==> config.mk <==
export PLATFORM = sky130hd
export DESIGN_NAME = virq_inject_ctrl
export DESIGN_NICKNAME = d
export VERILOG_FILES = /design/src/rtl/virq_inject_pkg.sv /design/src/rtl/virq_inject_dp.sv /design/src/rtl/virq_inject_ctl.sv /design/src/rtl/virq_inject_ctrl.sv
export SDC_FILE = /design/constraint.sdc
export NUM_CORES = 1
export LEC_CHECK = 0
export CAP_MARGIN = 25
export CORE_MARGIN = 3
export CORE_UTILIZATION = 46
export CTS_BUF_LIST = sky130_fd_sc_hd__clkbuf_16
export DETAILED_ROUTE_END_ITERATION = 8
export PLACE_DENSITY = 0.74
export SLEW_MARGIN = 25
export SYNTH_ARGS = -nofsm -noshare
export SYNTH_HDL_FRONTEND = slang
export SYNTH_SLANG_ARGS = --single-unit
==> constraint.sdc <==
create_clock -name clk -period 32.2 [get_ports clk]
set_input_delay 6.44 -clock clk [delete_from_list [all_inputs] [get_ports clk]]
set_output_delay 6.44 -clock clk [all_outputs]
set_load 0.05 [all_outputs]
==> src/rtl/virq_inject_pkg.sv <==
package virq_inject_pkg;
  localparam int ID_W  = 10;
  localparam int IDX_W = 4;
  localparam int WORD_CLAIM = 16;
  localparam int WORD_MGMT  = 17;

  typedef struct packed {
    logic             entryWr;
    logic [IDX_W-1:0] entryIdx;
    logic             claim;
    logic             complete;
    logic [31:0]      wdata;
  } virq_strobe_t;
endpackage

==> src/rtl/virq_inject_dp.sv <==
module virq_inject_dp
  import virq_inject_pkg::*;
#(
  parameter int NUM_ENTRIES = 4,
  parameter int NUM_PHYS    = 8,
  parameter int PRIO_W      = 3
) (
  input  logic                       clk,
  input  logic                       rstN,
  input  virq_strobe_t               strb,
  input  logic [NUM_PHYS-1:0]        physPending,
  input  logic [NUM_PHYS-1:0]        physEnable,
  input  logic [NUM_PHYS*PRIO_W-1:0] physPrio,
  output logic [NUM_ENTRIES*32-1:0]  entryWords,
  output logic                       bestValid,
  output logic [ID_W-1:0]            bestId,
  output logic                       anyPending,
  output logic                       completeHit
);
  logic [NUM_ENTRIES-1:0]             entInFl;
  logic [NUM_ENTRIES-1:0][PRIO_W-1:0] entPrio;
  logic [NUM_ENTRIES-1:0][ID_W-1:0]   entId;
  logic [NUM_ENTRIES-1:0]             entPend;
  logic [NUM_ENTRIES-1:0]             entHit;
  logic [PRIO_W-1:0]                  bestPrio;
  logic                               bestVirt;
  logic [IDX_W-1:0]                   bestIdx;
  logic [ID_W-1:0]                    cmpId;

  assign cmpId = strb.wdata[ID_W-1:0];

  always_comb begin
    bestValid = 1'b0;
    bestPrio  = '0;
    bestId    = '0;
    bestVirt  = 1'b0;
    bestIdx   = '0;
    for (int i = 0; i < NUM_ENTRIES; i++) begin
      if (entPend[i] && entPrio[i] != '0 &&
          (!bestValid || entPrio[i] > bestPrio ||
           (entPrio[i] == bestPrio && entId[i] < bestId))) begin
        bestValid = 1'b1;
        bestPrio  = entPrio[i];
        bestId    = entId[i];
        bestVirt  = 1'b1;
        bestIdx   = IDX_W'(i);
      end
    end
    for (int j = 0; j < NUM_PHYS; j++) begin
      if (physPending[j] && physEnable[j] && physPrio[j*PRIO_W +: PRIO_W] != '0 &&
          (!bestValid || physPrio[j*PRIO_W +: PRIO_W] > bestPrio ||
           (physPrio[j*PRIO_W +: PRIO_W] == bestPrio && ID_W'(j + 1) < bestId))) begin
        bestValid = 1'b1;
        bestPrio  = physPrio[j*PRIO_W +: PRIO_W];
        bestId    = ID_W'(j + 1);
        bestVirt  = 1'b0;
        bestIdx   = '0;
      end
    end
  end

  assign anyPending  = |entPend;
  assign completeHit = |entHit;

  for (genvar i = 0; i < NUM_ENTRIES; i++) begin : g_entry
    assign entPend[i] = (entId[i] != '0) && !entInFl[i];
    assign entHit[i]  = (cmpId != '0) && (entId[i] == cmpId);

    always_ff @(posedge clk) begin
      if (!rstN) begin
        entInFl[i] <= 1'b0;
        entPrio[i] <= '0;
        entId[i]   <= '0;
      end else if (strb.entryWr && strb.entryIdx == IDX_W'(i)) begin
        entInFl[i] <= strb.wdata[31];
        entPrio[i] <= strb.wdata[16 +: PRIO_W];
        entId[i]   <= strb.wdata[ID_W-1:0];
      end else if (strb.complete && entHit[i]) begin
        entInFl[i] <= 1'b0;
        entPrio[i] <= '0;
        entId[i]   <= '0;
      end else if (strb.claim && bestValid && bestVirt && bestIdx == IDX_W'(i)) begin
        entInFl[i] <= 1'b1;
      end
    end

    always_comb begin
      entryWords[i*32 +: 32]              = '0;
      entryWords[i*32 + 31]               = entInFl[i];
      entryWords[i*32 + 16 +: PRIO_W]     = entPrio[i];
      entryWords[i*32 +: ID_W]            = entId[i];
    end

    // a matching complete leaves the entry empty
    a_r8_complete_clears: assert property (@(posedge clk) disable iff (!rstN)
      (strb.complete && entHit[i]) |=> (entId[i] == '0 && !entInFl[i]));
  end

  // a claim that picks an entry marks that entry in flight
  a_r6_claim_inflight: assert property (@(posedge clk) disable iff (!rstN)
    (strb.claim && bestValid && bestVirt) |=> entInFl[$past(bestIdx)]);

  // an empty claim leaves every entry untouched
  a_r7_empty_claim_stable: assert property (@(posedge clk) disable iff (!rstN)
    (strb.claim && !bestValid) |=> $stable(entryWords));
endmodule

==> src/rtl/virq_inject_ctl.sv <==
module virq_inject_ctl
  import virq_inject_pkg::*;
#(
  parameter int NUM_ENTRIES = 4,
  parameter int NUM_PHYS    = 8
) (
  input  logic                      clk,
  input  logic                      rstN,
  input  logic                      regWe,
  input  logic                      regRe,
  input  logic [7:0]                regAddr,
  input  logic [31:0]               regWdata,
  output logic [31:0]               regRdata,
  input  logic [NUM_ENTRIES*32-1:0] entryWords,
  input  logic                      bestValid,
  input  logic [ID_W-1:0]           bestId,
  input  logic                      anyPending,
  input  logic                      completeHit,
  output virq_strobe_t              strb,
  output logic                      mgmtIrq
);
  logic [5:0]      wordIdx;
  logic            isEntry;
  logic            isClaim;
  logic            isMgmt;
  logic [ID_W-1:0] cmpId;
  logic            unmEvt;
  logic            mgmtWr;
  logic            enNoPend;
  logic            enUnm;
  logic            stUnm;
  logic            stNoPend;

  assign wordIdx = regAddr[7:2];
  assign isEntry = (int'(wordIdx) < NUM_ENTRIES);
  assign isClaim = (int'(wordIdx) == WORD_CLAIM);
  assign isMgmt  = (int'(wordIdx) == WORD_MGMT);
  assign cmpId   = regWdata[ID_W-1:0];

  always_comb begin
    strb          = '0;
    strb.entryWr  = regWe && isEntry;
    strb.entryIdx = wordIdx[IDX_W-1:0];
    strb.claim    = regRe && !regWe && isClaim;
    strb.complete = regWe && isClaim;
    strb.wdata    = regWdata;
  end

  assign mgmtWr   = regWe && isMgmt;
  assign unmEvt   = strb.complete && !completeHit && (cmpId != '0) &&
                    (int'(cmpId) > NUM_PHYS);
  assign stNoPend = !anyPending;

  always_ff @(posedge clk) begin
    if (!rstN) begin
      enNoPend <= 1'b0;
      enUnm    <= 1'b0;
      stUnm    <= 1'b0;
    end else begin
      if (mgmtWr) begin
        enNoPend <= regWdata[8];
        enUnm    <= regWdata[9];
      end
      stUnm <= unmEvt || (stUnm && !(mgmtWr && regWdata[1]));
    end
  end

  always_comb begin
    regRdata = '0;
    if (isEntry) begin
      for (int i = 0; i < NUM_ENTRIES; i++)
        if (int'(wordIdx) == i) regRdata = entryWords[i*32 +: 32];
    end else if (isClaim) begin
      regRdata[ID_W-1:0] = bestValid ? bestId : '0;
    end else if (isMgmt) begin
      regRdata[0] = stNoPend;
      regRdata[1] = stUnm;
      regRdata[8] = enNoPend;
      regRdata[9] = enUnm;
    end
  end

  assign mgmtIrq = (enNoPend && stNoPend) || (enUnm && stUnm);

  // an unmatched complete outside the physical range latches the status
  a_r9_unmatched_sets: assert property (@(posedge clk) disable iff (!rstN)
    unmEvt |=> stUnm);

  // the status holds until software clears it
  a_r9_unmatched_sticky: assert property (@(posedge clk) disable iff (!rstN)
    (stUnm && !(mgmtWr && regWdata[1])) |=> stUnm);
endmodule

==> src/rtl/virq_inject_ctrl.sv <==
module virq_inject_ctrl
  import virq_inject_pkg::*;
#(
  parameter int NUM_ENTRIES = 4,
  parameter int NUM_PHYS    = 8,
  parameter int PRIO_W      = 3
) (
  input  logic                       clk,
  input  logic                       rstN,
  input  logic                       regWe,
  input  logic                       regRe,
  input  logic [7:0]                 regAddr,
  input  logic [31:0]                regWdata,
  output logic [31:0]                regRdata,
  input  logic [NUM_PHYS-1:0]        physPending,
  input  logic [NUM_PHYS-1:0]        physEnable,
  input  logic [NUM_PHYS*PRIO_W-1:0] physPrio,
  output logic                       guestIrq,
  output logic                       mgmtIrq
);
  virq_strobe_t              strb;
  logic [NUM_ENTRIES*32-1:0] entryWords;
  logic                      bestValid;
  logic [ID_W-1:0]           bestId;
  logic                      anyPending;
  logic                      completeHit;

  virq_inject_ctl #(.NUM_ENTRIES(NUM_ENTRIES), .NUM_PHYS(NUM_PHYS)) u_ctl (
    .clk(clk), .rstN(rstN), .regWe(regWe), .regRe(regRe), .regAddr(regAddr),
    .regWdata(regWdata), .regRdata(regRdata), .entryWords(entryWords),
    .bestValid(bestValid), .bestId(bestId), .anyPending(anyPending),
    .completeHit(completeHit), .strb(strb), .mgmtIrq(mgmtIrq)
  );

  virq_inject_dp #(.NUM_ENTRIES(NUM_ENTRIES), .NUM_PHYS(NUM_PHYS), .PRIO_W(PRIO_W)) u_dp (
    .clk(clk), .rstN(rstN), .strb(strb), .physPending(physPending),
    .physEnable(physEnable), .physPrio(physPrio), .entryWords(entryWords),
    .bestValid(bestValid), .bestId(bestId), .anyPending(anyPending),
    .completeHit(completeHit)
  );

  assign guestIrq = bestValid;

  // the guest line is low whenever a claim would return 0
  a_r3_line_vs_claim: assert property (@(posedge clk) disable iff (!rstN)
    (regRe && !regWe && regAddr == 8'h40 && regRdata == 32'h0) |-> !guestIrq);
endmodule

Word-level counts from Yosys, hierarchy flattened
Index checks and enable logic that the tools add are counted.
{ "classes": {"n_lt_le_gt_ge": 24, "n_eq_ne": 26, "n_mux": 94, "n_reduce_logical": 149} }
{ "op_table": {"columns": ["op", "n"], "rows": [
  ["2-to-1 mux 10 bit", 22],
  ["2-to-1 mux 32 bit", 4],
  ["logical AND 1 bit", 76],
  ["2-to-1 mux 3 bit", 19],
  ["nonzero test 10 bit", 5],
  ["nonzero test 3 bit", 16],
  ["== test 10 bit", 4],
  ["less-than comparator 3 x 10 -> 1 bit (first input constant)", 4],
  ["== test 3 bit", 11],
  ["> comparator 3 bit", 11],
  ["2-to-1 mux 1 bit", 33],
  ["less-than comparator 10 bit", 3],
  ["2-to-1 mux 2 bit", 14],
  ["logical OR 1 bit", 24],
  ["2-to-1 mux 22 bit", 1],
  ["less-than comparator 2 x 10 -> 1 bit (first input constant)", 2],
  ["zero test 1 bit", 19],
  ["== test 6 x 3 -> 1 bit (second input constant)", 2],
  ["== test 6 bit (second input constant)", 2],
  ["> comparator 10 x 4 -> 1 bit (second input constant)", 1],
  ["less-than comparator 1 x 10 -> 1 bit (first input constant)", 1],
  ["less-than comparator 4 x 10 -> 1 bit (first input constant)", 1],
  ["== test 4 x 2 -> 1 bit (second input constant)", 2],
  ["zero test 4 bit", 2],
  ["9 further kinds", 14]
]} }
{ "totals": {"regBits": 59, "inputBits": 84, "out_inout_bits": 34, "word_cells": 308} }

Longest topological paths before layout
Gate-level depths: netlist of the first run.
{ "depth": {"word_depth": 65, "ltp_mapped": 110, "depth_no_buf": 105} }

By module
Synthesis of the first run repeated with hierarchy kept, for this count alone.
{ "hier_totals": {"cells_unflattened": 1031, "area_unflattened_um2": 8290.5} }
{ "by_module_without_submodules": {"columns": ["mod", "instances", "cells_per_inst", "area_per_inst_um2"], "rows": [
  ["virq_inject_dp", 1, 878, 6676.4],
  ["virq_inject_ctl", 1, 153, 1614.0]
]} }

Worst setup path before layout of the first run
OpenSTA, ideal clock, no wires.
{ "synth_path": {"kind": "flip-flop to output port", "start": "register u_dp.entId, in the netlist u_dp.entryWords[5]", "end": "output port regRdata[9]", "arrival_time_ns": 20.341, "t_required_ns": 25.760, "path_slack_ns": 5.419, "stages_incl_launch_ff": 105, "cell_sequence": "dfxtp_1 -> nor4_1 -> and3_1 -> nor2_1 -> and2_1 -> ha_1 -> nand3_1 -> a211oi_1 -> o31ai_1 -> o211a_1 -> nor2_1 -> clkbuf_1 -> clkbuf_1 -> a21oi_1 -> ha_1 -> a211oi_1 -> o21ai_0 -> or4_4 -> [... 69 more ...] -> a21o_1 -> mux2i_1 -> ha_1 -> nor2b_1 -> o21a_1 -> o21ai_0 -> nand2_1 -> a41o_1 -> and2_1 -> mux2_2 -> ha_1 -> nor2b_1 -> o21a_1 -> o21ai_0 -> o21ai_0 -> nor4b_2 -> o211ai_2 -> o221ai_1"} }
{ "synth_via": {"elab_chain_cells": 62, "word_cells_on_any_way": 129, "classes_between": "order compare: 22; eq/ne: 11; mux: 38; reduce/logical: 58"} }
{ "synth_lines": {"columns": ["item", "line", "rtl"], "rows": [
  ["start, declared", "virq_inject_dp.sv:22", "logic [NUM_ENTRIES-1:0][ID_W-1:0] entId;"],
  ["start signal, assigned by index", "virq_inject_dp.sv:77", "entId[i] <= strb.wdata[ID_W-1:0];"],
  ["nonzero test 10 bit", "virq_inject_dp.sv:66", "assign entPend[i] = (entId[i] != '0) && !entInFl[i];"],
  ["logical AND 1 bit", "virq_inject_dp.sv:66", null],
  ["logical AND 1 bit", "virq_inject_dp.sv:39", "if (entPend[i] && entPrio[i] != '0 &&"],
  ["2-to-1 mux 10 bit (tied with other cells)", "virq_inject_dp.sv:39", null],
  ["less-than comparator 10 bit (tied with other cells)", "virq_inject_dp.sv:41", "(entPrio[i] == bestPrio && entId[i] < bestId))) begin"],
  ["logical AND 1 bit or logical OR 1 bit (tied branches)", "virq_inject_dp.sv:41, virq_inject_dp.sv:40", null],
  ["logical OR 1 bit", "virq_inject_dp.sv:40", "(!bestValid || entPrio[i] > bestPrio ||"],
  ["logical AND 1 bit", "virq_inject_dp.sv:39", null],
  ["[... 46 more ...]", null, null],
  ["less-than comparator 4 x 10 -> 1 bit (tied with other cells)", "virq_inject_dp.sv:52", "(physPrio[j*PRIO_W +: PRIO_W] == bestPrio && ID_W'(j + 1) < bestId))) begin"],
  ["logical AND 1 bit or logical OR 1 bit (tied branches)", "virq_inject_dp.sv:52, virq_inject_dp.sv:51", null],
  ["logical OR 1 bit", "virq_inject_dp.sv:51", "(!bestValid || physPrio[j*PRIO_W +: PRIO_W] > bestPrio ||"],
  ["logical AND 1 bit", "virq_inject_dp.sv:50", "if (physPending[j] && physEnable[j] && physPrio[j*PRIO_W +: PRIO_W] != '0 &&"],
  ["2-to-1 mux 10 bit or 2-to-1 mux 1 bit (tied branches)", "virq_inject_dp.sv:50", null],
  ["2-to-1 mux 10 bit (*)", "virq_inject_ctl.sv:74", "regRdata[ID_W-1:0] = bestValid ? bestId : '0;"],
  ["2-to-1 mux 2 bit (*)", "virq_inject_ctl.sv:73", "end else if (isClaim) begin"],
  ["2-to-1 mux 10 bit (*)", "virq_inject_ctl.sv:70", "if (isEntry) begin"],
  ["end, declared", "virq_inject_ctrl.sv:14", "output logic [31:0] regRdata,"]
]} }
Mark *: on every way between the ends. The rest lies on a longest branch, timed or not.

Worst setup path in the final report of the first run
{ "layout_path": {"start": "register u_dp.entPrio, in the netlist u_dp.entryWords[18]", "end": "output port regRdata[9]"} }
{ "layout_via": {"elab_chain_cells": 61, "word_cells_on_any_way": 128, "classes_between": "order compare: 22; eq/ne: 11; mux: 38; reduce/logical: 57"} }
{ "layout_lines": {"columns": ["item", "line", "rtl"], "rows": [
  ["start, declared", "virq_inject_dp.sv:21", "logic [NUM_ENTRIES-1:0][PRIO_W-1:0] entPrio;"],
  ["start signal, assigned by index", "virq_inject_dp.sv:76", "entPrio[i] <= strb.wdata[16 +: PRIO_W];"],
  ["nonzero test 3 bit", "virq_inject_dp.sv:39", null],
  ["logical AND 1 bit", "virq_inject_dp.sv:39", null],
  ["2-to-1 mux 10 bit (tied with other cells)", "virq_inject_dp.sv:39", null],
  ["less-than comparator 10 bit (tied with other cells)", "virq_inject_dp.sv:41", null],
  ["logical AND 1 bit or logical OR 1 bit (tied branches)", "virq_inject_dp.sv:41, virq_inject_dp.sv:40", null],
  ["logical OR 1 bit", "virq_inject_dp.sv:40", null],
  ["logical AND 1 bit", "virq_inject_dp.sv:39", null],
  ["2-to-1 mux 10 bit (tied with other cells)", "virq_inject_dp.sv:39", null],
  ["[... 45 more ...]", null, null],
  ["less-than comparator 4 x 10 -> 1 bit (tied with other cells)", "virq_inject_dp.sv:52", null],
  ["logical AND 1 bit or logical OR 1 bit (tied branches)", "virq_inject_dp.sv:52, virq_inject_dp.sv:51", null],
  ["logical OR 1 bit", "virq_inject_dp.sv:51", null],
  ["logical AND 1 bit", "virq_inject_dp.sv:50", null],
  ["2-to-1 mux 10 bit or 2-to-1 mux 1 bit (tied branches)", "virq_inject_dp.sv:50", null],
  ["2-to-1 mux 10 bit (*)", "virq_inject_ctl.sv:74", null],
  ["2-to-1 mux 2 bit (*)", "virq_inject_ctl.sv:73", null],
  ["2-to-1 mux 10 bit (*)", "virq_inject_ctl.sv:70", null]
]} }
Marked as above.

==> results of run 1 <==
cells by family (layout without fill, tap and decap cells):
kind of cell	Yosys count	in the layout	share of synthesized area [%]
flops	59	59	17.1
xor+xnor	41	41	5.19
mux	19	19	3.02
compound gates	313	313	32.0
simple gates	338	338	26.0
other cells	1	18	0.0542
buf+inv	100	141	6.53
fa+ha+maj	56	56	10.1
sequential cells by signal, summed over array words and instances (netlist names):
signal / flops
u_ctl.enNoPend: 1
u_ctl.enUnm: 1
u_ctl.stUnm: 1
u_dp.entryWords: 56
area by class of cell:
class / instances / area, sq um / share of cell area, %
clock buffers: 9 / 225 / 2.79
multi-input cells: 785 / 5370 / 66.4
clock inverters: 7 / 82.6 / 1.02
repair buffers: 89 / 866 / 10.7
flip-flops and latches: 59 / 1180 / 14.6
well taps: 184 / 230 / 2.85
inverters: 36 / 135 / 1.67
metrics by stage:
stage	power [mW]	std cells	setup slack (ns)	hold slack (ns)	area, sq um
6_report	0.242	1169	2.01	0.498	8090
5_1_grt	0.251	1169	0.0152	0.548	8090
4_1_cts	0.241	1169	1.96	0.496	8080
3_5_place_dp	0.139	1153	2.40	0.488	7780
3_3_place_gp	0.138	1153	2.59	0.478	7770
2_1_floorplan	0.121	944	5.42	0.457	6980
Yosys cell counts (all sizes together), types with 11 or more instances:
cell type,n
ha,56
nand4,11
clkbuf,44
a31oi,15
nor2,73
xnor2,16
o21ai,48
nand2,74
nand3,24
and3,13
o21a,11
a22oi,56
a21oi,69
dfxtp,59
nor2b,67
xor2,25
inv,36
nor4,19
nor3,20
mux2,12
buf,20
routing by layer:
metal	wire length [microns]	track usage, %
met5	0	0
met4	1110	13.7
met3	2020	4.23
met2	10200	43.7
met1	9810	35.5
worst reg2reg max path: cells and delay by family (launching register included):
kind                       cells  cell delay [ns]
and+or+nand+nor               30             6.58
buffers and inverters          3             0.45
muxes                          6             2.11
AOI/OAI and AO/OA             46             9.65
adders and majority gates     11             3.33
DFF                            1             0.39
power groups by stage:
stage / clock network, mW / logic, mW / registers [mW]
3_5_place_dp: 0 / 0.0637 / 0.0752
2_1_floorplan: 0 / 0.0464 / 0.0751
3_3_place_gp: 0 / 0.0629 / 0.0752
5_1_grt: 0.107 / 0.0708 / 0.0736
6_report: 0.103 / 0.0646 / 0.0737
4_1_cts: 0.103 / 0.0640 / 0.0736
worst max path at each step:
stage / cells past startpoint / endpoint / from
3_3_place_gp: 96 / regRdata[4] / u_dp.entryWords[18]$_SDFFE_PN0P_
3_5_place_dp: 96 / regRdata[4] / u_dp.entryWords[17]$_SDFFE_PN0P_
4_1_cts: 97 / regRdata[9] / u_dp.entryWords[5]$_SDFFE_PN0P_
6_report: 97 / regRdata[9] / u_dp.entryWords[18]$_SDFFE_PN0P_
2_1_floorplan: 104 / regRdata[9] / u_dp.entryWords[5]$_SDFFE_PN0P_
5_1_grt: 97 / regRdata[9] / u_dp.entryWords[18]$_SDFFE_PN0P_
==> run_summary.xml, run 1 <==
<?xml version="1.0" encoding="UTF-8"?>
<metrics>
  <group name="status">
    <metric name="run_status" unit="">completed</metric>
  </group>
  <group name="hold_path">
    <metric name="hold_class" unit="">reg2reg</metric>
    <metric name="worst_hold_path.endpoint" unit="">u_ctl.enUnm$_SDFFE_PN0P_</metric>
    <metric name="hold_depth" unit="">2</metric>
    <metric name="hold_path_startpoint" unit="">u_ctl.enUnm$_SDFFE_PN0P_</metric>
  </group>
  <group name="final_layout">
    <metric name="drive_gt1_share" unit="%">6.80</metric>
    <metric name="layout-area-overhead-vs-synth" unit="%">16.9</metric>
    <metric name="final_nets" unit="">1120</metric>
    <metric name="utilization" unit="%">55.2</metric>
    <metric name="layout.cells.most_common" unit="">clkdlybuf4s50_1</metric>
    <metric name="filler_cell_count" unit="">1416</metric>
    <metric name="n_antenna_cell" unit="">0</metric>
    <metric name="layout.cells.most_common_list" unit="">clkdlybuf4s50_1, nand2_1, nor2_1, a21oi_1, nor2b_1</metric>
  </group>
  <group name="cts">
    <metric name="postCtsResizedCells" unit="">0</metric>
    <metric name="cts-root-to-sink-buffers" unit="">2</metric>
    <metric name="cts_tree" unit="">yes</metric>
    <metric name="post_cts_setup_driven_buffer_insertion_count" unit="">0</metric>
    <metric name="cts.reportedPaths.clkPinSlew" unit="ns">0.06</metric>
    <metric name="worstSkewPairLatency" unit="ns">0.34</metric>
    <metric name="cts.hold.buffers_added" unit="">0</metric>
    <metric name="cts-root-buf" unit="">clkbuf_16</metric>
    <metric name="cts_inserted_buffers" unit="">9</metric>
    <metric name="cts_num_sinks" unit="">59</metric>
    <metric name="cts_max_level" unit="">3</metric>
  </group>
  <group name="power_and_ir_drop">
    <metric name="switching_share" unit="%">30.7</metric>
    <metric name="pwr-share-clk" unit="%">42.8</metric>
    <metric name="power.static_leakage" unit="nW">3.09</metric>
    <metric name="internal_power" unit="uW">167</metric>
    <metric name="switching_power" unit="uW">74.2</metric>
    <metric name="max-vdd-ir-drop" unit="mV">0.0256</metric>
    <metric name="pwr_density_cell" unit="nW/um^2">29.9</metric>
    <metric name="seq_power_share" unit="%">30.5</metric>
    <metric name="power.combinational.fraction" unit="%">26.7</metric>
  </group>
  <group name="synthesis">
    <metric name="yosys_register_bits" unit="">59</metric>
    <metric name="ys_types" unit="">91</metric>
    <metric name="ys.flop_type" unit="">dfxtp_1</metric>
    <metric name="yosysTopAreaCellShare" unit="%">17.1</metric>
    <metric name="syn-instance-count" unit="">927</metric>
    <metric name="netlist_area" unit="sq um">6920</metric>
    <metric name="synth-edff-count" unit="">0</metric>
    <metric name="synth_sequential_area_ratio" unit="%">17.1</metric>
    <metric name="netlist_top_cells_area" unit="">dfxtp_1, ha_1, nor2b_1, a22oi_1, a21oi_1</metric>
    <metric name="synth-async-reset-ratio" unit="%">0</metric>
    <metric name="synth.yosys.warnings" unit="">0</metric>
    <metric name="avgSynthCellArea" unit="sq um">7.46</metric>
    <metric name="synthDominantAreaCellType" unit="">dfxtp_1</metric>
  </group>
  <group name="setup_path">
    <metric name="rr_worst_depth" unit="">96</metric>
    <metric name="critPathMaxStageDelay" unit="ns">0.85</metric>
    <metric name="critical_path_buf_inv_count" unit="">4</metric>
    <metric name="critical_path.most_common_cell" unit="">ha_1</metric>
    <metric name="worst_ep_arrival_time" unit="ns">23.75</metric>
    <metric name="element_type_at_the_critical_path_end" unit="">output port</metric>
    <metric name="critical-path-slowest-cell" unit="">clkdlybuf4s50_1</metric>
    <metric name="cp_data_required_time" unit="ns">25.76</metric>
    <metric name="path_class" unit="">reg2out</metric>
    <metric name="cp_top_family" unit="">compound AO/OA/AOI/OAI gates</metric>
    <metric name="worst-r2r-setup-slack" unit="ns">9.62</metric>
    <metric name="worstReg2RegEnd" unit="">u_dp.entryWords[31]$_SDFFE_PN0P_</metric>
    <metric name="worst_setup_path_start_kind" unit="">flip-flop</metric>
    <metric name="regToRegStartpoint" unit="">u_dp.entryWords[18]$_SDFFE_PN0P_</metric>
    <metric name="crit_path_max_fanout" unit="">28</metric>
  </group>
  <group name="run">
    <metric name="cap_viol_max_count" unit="">0</metric>
  </group>
  <group name="floorplanning">
    <metric name="coreArea" unit="sq um">14600</metric>
    <metric name="start_util" unit="%">47.2</metric>
    <metric name="placement_rows" unit="">44</metric>
    <metric name="die_w" unit="microns">129</metric>
    <metric name="die_h" unit="microns">129</metric>
    <metric name="pin_count" unit="">118</metric>
    <metric name="design.die.area" unit="sq um">16500</metric>
  </group>
  <group name="route">
    <metric name="drt-vias-per-instance" unit="">6.38</metric>
    <metric name="total_routed_length" unit="microns">23100</metric>
    <metric name="ant_nets" unit="">0</metric>
    <metric name="drt_iter0_markers" unit="">815</metric>
    <metric name="number_of_drc_violations_after_detailed_routing" unit="">0</metric>
    <metric name="routed_wire_length_per_instance" unit="microns">19.8</metric>
    <metric name="dr_total_vias" unit="">7459</metric>
    <metric name="drt_pass1_iterations" unit="">6</metric>
  </group>
  <group name="grt">
    <metric name="grt_start_max_net_pins" unit="">60</metric>
    <metric name="initial_antenna_violation_count" unit="">0</metric>
    <metric name="grt_usage" unit="%">27.3</metric>
    <metric name="first_global_vias" unit="">6975</metric>
    <metric name="global_route_congestion_overflow_total" unit="">0</metric>
    <metric name="global_route_wire_length_before_repair" unit="microns">36300</metric>
  </group>
  <group name="sta">
    <metric name="post-route-min-period" unit="ns">30.19</metric>
    <metric name="grt_setup_unrepaired" unit="">false</metric>
    <metric name="fin_skew" unit="ns">0.00429</metric>
    <metric name="period_utilization" unit="%">93.7</metric>
    <metric name="drv_slew" unit="">0</metric>
    <metric name="hold_violations" unit="">0</metric>
    <metric name="timing.final.setup_violations" unit="">0</metric>
    <metric name="fin_tns_setup" unit="ns">0</metric>
    <metric name="timing.max_slew.rel_slack" unit="%">39.1</metric>
    <metric name="slew_at_the_pin_closest_to_its_max_slew_limit" unit="ns">0.905</metric>
    <metric name="max_clock_freq" unit="GHz">0.0331</metric>
  </group>
  <group name="placed_design">
    <metric name="finalWeightedCongestion" unit="">1.00</metric>
    <metric name="port_buffers" unit="">79</metric>
    <metric name="dp.final_hpwl" unit="microns">17700</metric>
  </group>
</metrics>
Power figures use the tool's default switching activity.
==> run 2: changes to the inputs <==
PLACE_DENSITY = 0.71   (was 0.74)
==> run 2 against run 1 <==
Against the previous run:
- clock power is essentially flat
- cell area is 0.45% higher
- die area did not move
- combinational power rose by 1%
- clock skew increased by 0.0012 ns
- sequential cell count unchanged
- sequential share of layout area fell by 0.065 points
- count of clock-buffer cells in the layout stayed put
- first-iteration DRC count decreased by 2.5%
- global-route usage decreased by 0.23 points
- largest power group unchanged
==> run_summary.xml, run 2 (same netlist as run 1, synthesis figures left out) <==
<?xml version="1.0" encoding="UTF-8"?>
<metrics>
  <group name="status">
    <metric name="run_status" unit="">completed</metric>
  </group>
  <group name="run">
    <metric name="cap_viol_max_count" unit="">0</metric>
  </group>
  <group name="route">
    <metric name="routed_wire_length_per_instance" unit="microns">19.6</metric>
    <metric name="drt_iter0_markers" unit="">795</metric>
    <metric name="drt_pass1_iterations" unit="">6</metric>
    <metric name="total_routed_length" unit="microns">23000</metric>
    <metric name="dr_total_vias" unit="">7476</metric>
    <metric name="ant_nets" unit="">0</metric>
    <metric name="number_of_drc_violations_after_detailed_routing" unit="">0</metric>
    <metric name="drt-vias-per-instance" unit="">6.37</metric>
  </group>
  <group name="grt">
    <metric name="first_global_vias" unit="">6821</metric>
    <metric name="initial_antenna_violation_count" unit="">0</metric>
    <metric name="global_route_congestion_overflow_total" unit="">0</metric>
    <metric name="grt_start_max_net_pins" unit="">60</metric>
    <metric name="grt_usage" unit="%">27.0</metric>
    <metric name="global_route_wire_length_before_repair" unit="microns">35800</metric>
  </group>
  <group name="floorplanning">
    <metric name="design.die.area" unit="sq um">16500</metric>
    <metric name="start_util" unit="%">47.2</metric>
    <metric name="pin_count" unit="">118</metric>
    <metric name="coreArea" unit="sq um">14600</metric>
    <metric name="die_w" unit="microns">129</metric>
    <metric name="die_h" unit="microns">129</metric>
    <metric name="placement_rows" unit="">44</metric>
  </group>
  <group name="hold_path">
    <metric name="hold_depth" unit="">2</metric>
    <metric name="hold_path_startpoint" unit="">u_ctl.enUnm$_SDFFE_PN0P_</metric>
    <metric name="worst_hold_path.endpoint" unit="">u_ctl.enUnm$_SDFFE_PN0P_</metric>
    <metric name="hold_class" unit="">reg2reg</metric>
  </group>
  <group name="power_and_ir_drop">
    <metric name="p_total" unit="uW">241</metric>
    <metric name="seq_power_share" unit="%">30.6</metric>
    <metric name="power.combinational.fraction" unit="%">27.1</metric>
    <metric name="pwr_density_cell" unit="nW/um^2">29.7</metric>
    <metric name="pwr-share-clk" unit="%">42.3</metric>
    <metric name="switching_power" unit="uW">73.0</metric>
    <metric name="power.static_leakage" unit="nW">3.12</metric>
    <metric name="switching_share" unit="%">30.3</metric>
    <metric name="max-vdd-ir-drop" unit="mV">0.0275</metric>
    <metric name="internal_power" unit="uW">168</metric>
  </group>
  <group name="setup_path">
    <metric name="worstReg2RegEnd" unit="">u_dp.entryWords[127]$_SDFFE_PN0P_</metric>
    <metric name="crit_path_max_fanout" unit="">28</metric>
    <metric name="cp_top_family" unit="">compound AO/OA/AOI/OAI gates</metric>
    <metric name="critical_path_buf_inv_count" unit="">4</metric>
    <metric name="first_element_of_the_critical_path" unit="">u_dp.entryWords[3]$_SDFFE_PN0P_</metric>
    <metric name="critical-path-slowest-cell" unit="">clkdlybuf4s50_1</metric>
    <metric name="regToRegStartpoint" unit="">u_dp.entryWords[3]$_SDFFE_PN0P_</metric>
    <metric name="critPathMaxStageDelay" unit="ns">0.84</metric>
    <metric name="worst_setup_path_start_kind" unit="">flip-flop</metric>
    <metric name="path_class" unit="">reg2out</metric>
    <metric name="worst_ep_arrival_time" unit="ns">23.94</metric>
    <metric name="rr_worst_depth" unit="">97</metric>
    <metric name="critical_path.most_common_cell" unit="">ha_1</metric>
    <metric name="cp_data_required_time" unit="ns">25.76</metric>
    <metric name="worst-r2r-setup-slack" unit="ns">9.37</metric>
    <metric name="element_type_at_the_critical_path_end" unit="">output port</metric>
  </group>
  <group name="cts">
    <metric name="cts-root-buf" unit="">clkbuf_16</metric>
    <metric name="postCtsResizedCells" unit="">0</metric>
    <metric name="cts.hold.buffers_added" unit="">0</metric>
    <metric name="cts.reportedPaths.clkPinSlew" unit="ns">0.05</metric>
    <metric name="worstSkewPairLatency" unit="ns">0.34</metric>
    <metric name="cts_inserted_buffers" unit="">9</metric>
    <metric name="cts_max_level" unit="">3</metric>
    <metric name="cts_tree" unit="">yes</metric>
    <metric name="cts-root-to-sink-buffers" unit="">2</metric>
    <metric name="post_cts_setup_driven_buffer_insertion_count" unit="">0</metric>
    <metric name="cts_num_sinks" unit="">59</metric>
  </group>
  <group name="sta">
    <metric name="slew_at_the_pin_closest_to_its_max_slew_limit" unit="ns">0.905</metric>
    <metric name="max_clock_freq" unit="GHz">0.0329</metric>
    <metric name="drv_slew" unit="">0</metric>
    <metric name="fin_tns_setup" unit="ns">0</metric>
    <metric name="timing.final.setup_violations" unit="">0</metric>
    <metric name="period_utilization" unit="%">94.4</metric>
    <metric name="post-route-min-period" unit="ns">30.38</metric>
    <metric name="hold_violations" unit="">0</metric>
    <metric name="fin_skew" unit="ns">0.00551</metric>
    <metric name="grt_setup_unrepaired" unit="">false</metric>
    <metric name="final.setup.worst_slack" unit="ns">1.82</metric>
    <metric name="timing.max_slew.rel_slack" unit="%">39.4</metric>
  </group>
  <group name="final_layout">
    <metric name="final_nets" unit="">1125</metric>
    <metric name="stdcell_area" unit="sq um">8120</metric>
    <metric name="number_of_flip_flops_in_the_largest_register" unit="">56</metric>
    <metric name="n_antenna_cell" unit="">0</metric>
    <metric name="layout.cells.most_common_list" unit="">clkdlybuf4s50_1, nand2_1, nor2_1, a21oi_1, nor2b_1</metric>
    <metric name="drive_gt1_share" unit="%">7.38</metric>
    <metric name="layout.cells.most_common" unit="">clkdlybuf4s50_1</metric>
    <metric name="layout-area-overhead-vs-synth" unit="%">17.4</metric>
  </group>
  <group name="placed_design">
    <metric name="placement.setup.worst_slack" unit="ns">2.49</metric>
    <metric name="cell_area_after_placement" unit="sq um">7820</metric>
    <metric name="finalWeightedCongestion" unit="">0.943</metric>
    <metric name="dp.final_hpwl" unit="microns">17500</metric>
    <metric name="port_buffers" unit="">79</metric>
  </group>
</metrics>
-- run 2: cell types whose count changed in the layout (fill, tap and decap cells not counted) --
cell | before | now
nor2_2 | 2 | 1
clkinv_2 | 0 | 2
buf_4 | 10 | 15
a21oi_2 | 0 | 1
clkinv_1 | 4 | 1
a21o_2 | 1 | 0
a21o_1 | 8 | 9
nor2_1 | 71 | 72
a21oi_1 | 69 | 68
-- run 2: power groups by stage --
stage               combinational [mW]  clock (mW)  sequential (mW)
global placement                0.0637           0           0.0752
CTS                             0.0649       0.103           0.0736
floorplan                       0.0464           0           0.0751
detailed placement              0.0646           0           0.0752
finish                          0.0653       0.102           0.0737
global route                    0.0718       0.106           0.0736
-- run 2: cell type report --
type                    instances  area [sq um]
well taps                     184           230
flip-flops and latches         59          1180
multi-input cells             785          5370
repair buffers                 94           903
clock buffers                   9           225
fillers                      1430          6520
inverters                      36           135
clock inverters                 6          81.3
-- run 2: worst min-delay path: cells and delay by family (launching register included) --
| kind | cells | cell delay [ns] |
|---|---|---|
| DFF | 1 | 0.33 |
| and+or+nand+nor | 1 | 0.06 |
| AOI/OAI and AO/OA | 1 | 0.06 |
-- run 2: layer usage --
metal  vias to the layer above  global-route usage (%)  routed length [microns]
met3                        75                    3.99                     2030
met2                       392                    42.6                    10200
li1                       3563                       -                        -
met1                      3446                    36.5                     9800
met4                         0                    12.3                      980
met5                         -                       0                        0
-- run 2: worst max path at each step --
stage | endpoint | slack, ns | depth (start not counted)
2_1_floorplan | regRdata[9] | 5.42 | 104
3_3_place_gp | regRdata[4] | 2.59 | 96
3_5_place_dp | regRdata[4] | 2.49 | 97
4_1_cts | regRdata[4] | 2.05 | 97
5_1_grt | regRdata[4] | 0.04 | 99
6_report | regRdata[4] | 1.82 | 98
-- run 2: through the flow --
| stage | util [%] | hold WS [ns] | cells |
|---|---|---|---|
| 2_1_floorplan | - | 0.457 | 944 |
| 3_3_place_gp | 53.3 | 0.485 | 1158 |
| 3_5_place_dp | 53.4 | 0.496 | 1158 |
| 4_1_cts | 55.5 | 0.503 | 1173 |
| 5_1_grt | 55.5 | 0.529 | 1173 |
| 6_report | 55.5 | 0.498 | 1173 |
